==> src/rtl/fb_plane_bridge.sv <==
module fb_plane_bridge #(
  parameter int PLANE_BIT   = 19,
  parameter int STATIC_BITS = 5
) (
  input  logic                 clk,
  input  logic                 rst_n,
  input  logic                 cpu_req,
  input  logic                 cpu_we,
  input  logic [PLANE_BIT:0]   cpu_addr,
  input  logic [1:0]           cpu_be,
  input  logic [15:0]          cpu_wdata,
  output logic                 cpu_ack,
  output logic [15:0]          cpu_rdata,
  output logic                 mem_req,
  output logic                 mem_we,
  output logic [PLANE_BIT-1:0] mem_addr,
  output logic                 mem_len,
  output logic [1:0]           mem_be,
  output logic [15:0]          mem_wdata,
  input  logic                 mem_ack,
  input  logic [15:0]          mem_rdata
);
  localparam int       DYN_BITS = 8 - STATIC_BITS;
  localparam bit [7:0] DMASK    = 8'((1 << DYN_BITS) - 1);
  localparam bit [7:0] SMASK    = ~DMASK;

  logic                 busy, beat, we_r, plane_r, two_r;
  logic [PLANE_BIT-1:0] addr_r;
  logic [7:0]           px0_r, px1_r;
  logic [7:0]           wr_px, rd_px;

  wire go      = cpu_req && !busy && !cpu_ack;
  wire odd_one = cpu_we && (cpu_be == 2'b10);

  assign wr_px     = beat ? px1_r : px0_r;
  assign rd_px     = plane_r ? (mem_rdata[7:0] & DMASK) : (mem_rdata[15:8] & SMASK);
  assign mem_req   = busy;
  assign mem_we    = we_r;
  assign mem_addr  = addr_r;
  assign mem_len   = two_r;
  assign mem_be    = !we_r ? 2'b11 : (plane_r ? 2'b01 : 2'b10);
  assign mem_wdata = plane_r ? {8'h00, wr_px & DMASK} : {wr_px & SMASK, 8'h00};

  always_ff @(posedge clk or negedge rst_n) begin
    if (!rst_n) begin
      busy      <= 1'b0;
      beat      <= 1'b0;
      we_r      <= 1'b0;
      plane_r   <= 1'b0;
      two_r     <= 1'b0;
      addr_r    <= '0;
      px0_r     <= '0;
      px1_r     <= '0;
      cpu_ack   <= 1'b0;
      cpu_rdata <= '0;
    end else begin
      cpu_ack <= 1'b0;
      if (go) begin
        if (cpu_we && cpu_be == 2'b00) begin
          cpu_ack <= 1'b1;
        end else begin
          busy    <= 1'b1;
          beat    <= 1'b0;
          we_r    <= cpu_we;
          plane_r <= cpu_addr[PLANE_BIT];
          two_r   <= !cpu_we || (cpu_be == 2'b11);
          addr_r  <= {cpu_addr[PLANE_BIT-1:1], odd_one};
          px0_r   <= odd_one ? cpu_wdata[15:8] : cpu_wdata[7:0];
          px1_r   <= cpu_wdata[15:8];
        end
      end else if (busy && mem_ack) begin
        if (!we_r) begin
          if (beat) cpu_rdata[15:8] <= rd_px;
          else      cpu_rdata[7:0]  <= rd_px;
        end
        beat <= 1'b1;
        if (beat || !two_r) begin
          busy    <= 1'b0;
          cpu_ack <= 1'b1;
        end
      end
    end
  end
endmodule

==> config.mk <==
export PLATFORM = sky130hd
export DESIGN_NAME = fb_plane_bridge
export DESIGN_NICKNAME = d
export VERILOG_FILES = /design/src/rtl/fb_plane_bridge.sv
export SDC_FILE = /design/constraint.sdc
export NUM_CORES = 1
export LEC_CHECK = 0
export BUFFER_PORTS_ARGS = -buffer_cell sky130_fd_sc_hd__buf_2
export CAP_MARGIN = 20
export CORE_MARGIN = 5
export CORE_UTILIZATION = 50
export DETAILED_ROUTE_END_ITERATION = 10
export HOLD_SLACK_MARGIN = 0.06
export PLACE_DENSITY = 0.85
export SYNTH_ARGS = -nofsm -noshare
export SYNTH_HDL_FRONTEND = slang
export SYNTH_SLANG_ARGS = --single-unit
==> constraint.sdc <==
create_clock -name clk -period 5 [get_ports clk]
set_clock_uncertainty 0.15 [all_clocks]
set_input_delay 0 -clock clk [delete_from_list [all_inputs] [get_ports clk]]
set_output_delay 0 -clock clk [all_outputs]
set_load 0.02 [all_outputs]
==> summary.md <==
| Metric | Value |
|---|---|
| Initial Util | `0.522` |
| Final worst slack | `2.01 ns` |
| Tot GR Track Use | `0.237` |
| VDD IR max | `0.385 mV` |
| Warnings, synthesis | `0` |
| Required time worst endpoint | `a little over 5 ns` |
| Global-route wire length before repair | `roughly 12000 um` |
| Synth cell types | `28` |
| Synthesized flop and latch total | `57` |
| TritonCTS clock tree | `built` |
| Pre-CTS setup slack | `2.35 ns` |
| Num CTS Buffers | `9` |
| Synth Area in Simple Gates | `0.0922` |
| Multiplexer area fraction after synthesis | `0.173` |
| CTS root buffer | `clkbuf_8` |
| Worst Hold Margin | `0.192 ns` |
| Commonest non-fill, non-tap cell in the layout | `buf_2` |
| Max Slew Vio Count | `0` |
| Post-CTS Resized | `0` |
| Max-Cap Viols | `0` |
| Share of post-route cells with drive strength above 1 | `0.397` |
| Fin crit share | `0.597` |
| Worst rel slew slack | `0.356` |
| DRT Pass-1 Iters | `4` |
| # H-tree levels | `3` |
| Pwr/cell area | `628 nW/um^2` |
| Crit path max fanout | `38` |
| Compound-Gate Fraction of Synth Area | `0.105` |
| Largest family of logic cells by synthesized area | `multiplexers` |
| Top Ports | `116` |
| Commonest cells after routing, fill and taps aside | `buf_2, dlygate4sd3_1, dfrtp_1, nand2_1` |
| Die boundary height | `80.7 um` |
| Worst Path Arrival | `3.10 ns` |
| Gp weighted congestion | `0.764` |
| Final number of setup-violating endpoints | `0` |
| Die X | `80.7 um` |
| PortBufs | `98` |
| Sequential area share after synthesis | `0.571` |
| Outcome | `completed` |
| Post-DP HPWL | `4030 um` |
| Setup TNS Final | `0 ns` |
| Die area | `6510 sq um` |
| CP max-delay cell | `o21a_2` |
| Crit start category | `register` |
| Tot Pwr | `around 2300 uW` |
| Setup crit end kind | `register` |
| Detailed Route WL | `7070 um` |
| Tmin final | `2.99 ns` |
| Synth Area in Adders | `0` |
| XOR/XNOR Fraction of Synth Area | `0` |
| # diodes | `0` |
| Cell area after synthesis | `roughly 2500 sq um` |
| DRC | `0` |
| GRT Residual Overflow | `0` |
| Non-filler cells, final | `427` |
| DR vias | `2120` |
| Final hold violations | `0` |
| Initial antenna violation count | `0` |
| HP Class | `input port to async pin` |
| Vias per inst | `4.96` |
| CTS Sinks | `57` |
| Cells after synthesis | `200` |
| Worst Max-Slew Pin Slew | `0.966 ns` |
| Worst-path cell chain | `nor3b_4 -> o21a_2 -> a2bb2oi_1 -> dlygate4sd3_1` |
| Synthesized area per cell | `around 12 sq um` |
| Clock Latency Late Sink | `0.33 ns` |
| Clock slew at reported path FFs | `0.06 ns` |
| Core Area | `4790 sq um` |
| NumNets Final | `416` |
| 1st-iter DRT viols | `between 70 and 80` |
| Area grow syn2layout | `49.8%` |
| Critical path type | `register to register` |
| LEAKAGE | `0.00184 uW` |
| Remaining antenna violation count after routing | `0` |
| Pin count of the biggest net entering global routing | `between 50 and 60` |
| Worst path max stage delay | `around 0.90 ns` |
| Placed Cells | `around 350` |
| Row count | `25` |
| RSZ-0062 raised after global routing | `false` |
| Vias in the first global route | `2384` |
| Fmax | `335 MHz` |
| CTS Buffer Depth | `2` |
| WL/cell | `16.6 um` |
-- area by class of cell --
class	count	area, sq um
fillers	292	1050
repair buffers	158	1090
inverters	1	3.75
clock inverters	4	45.0
well taps	67	83.8
flip-flops and latches	57	1430
multi-input cells	130	955
clock buffers	10	138
-- Yosys cell counts, drive strengths merged --
library cell,count,area share
a32o,1,0.0040
nor2,6,0.0090
o22ai,8,0.020
inv,1,0.0015
o21ai,18,0.036
conb,1,0.0015
a21o,2,0.0060
nand3b,1,0.0030
a21oi,2,0.0040
nand2b,8,0.020
dfrtp,57,0.57
mux2i,8,0.032
buf,14,0.048
clkbuf,5,0.0075
nand4b,1,0.0035
a2bb2oi,8,0.028
nand4bb,1,0.0045
mux2,28,0.14
nor3b,1,0.0075
nor2b,4,0.010
nand2,23,0.035
o21a,1,0.0035
a21boi,1,0.0030
-- worst paths after layout --
path                               from             to  slack, ns  cells after the start
setup / recovery                mem_req       px0_r[3]       2.01                      4
hold / removal                    rst_n       px1_r[0]       0.19                      3
setup reg to reg                mem_req       px0_r[3]       2.01                      4
hold reg to reg            cpu_rdata[4]   cpu_rdata[4]       0.32                      2
max in group asynchronous         rst_n  cpu_rdata[12]       4.03                      3
min in group clk           cpu_addr[12]   mem_addr[12]       0.29                      3
-- registers in the layout, indices dropped and copies added, names as in the netlist --
signal     flops
mem_we         1
cpu_ack        1
plane_r        1
mem_len        1
cpu_rdata     16
px0_r          8
px1_r          8
beat           1
mem_req        1
mem_addr      19
-- kinds of logic (layout without fill, tap and decap cells) --
logic type | Yosys count | after routing
flip-flops | 57 | 57
AND/OR/NAND/NOR | 45 | 45
AO/OA/AOI/OAI | 41 | 41
multiplexers | 36 | 36
buffers and inverters | 20 | 173
other | 1 | 8
-- where the power goes --
group	switching (uW)	leakage, uW	internal (uW)
registers	179	0.000686	688
clock network	172	0.0000978	235
logic	574	0.00106	501
total	925	0.00184	1420
-- stage by stage --
stage / util / cell area (sq um)
floorplan: - / 2520
global placement: 0.620 / 2970
detailed placement: 0.620 / 2970
CTS: 0.781 / 3740
global route: 0.781 / 3740
finish: 0.781 / 3740
-- worst max-delay path: cells and delay by family (launching register included) --
kind,cells,cell delay (ns)
flops,1,0.47
compound gates,2,1.12
buf+inv,1,0.58
simple gates,1,0.59
-- layer usage --
metal  routed length (um)  share of wire  GRT usage  up-vias
li1                     -              -          -      993
met1                 2830           0.40      0.264     1018
met2                 3450           0.49      0.405       91
met3                  572          0.081     0.0650       18
met4                  213          0.030      0.135        0
met5                    0              0          0        -
-- repair_timing --
item,4_1_cts,5_1_grt
hold endpoints to repair,114,0
hold buffers,59,0
endpoints found under the setup margin,0,0
buffers inserted,0,0
Power figures use the tool's default switching activity.
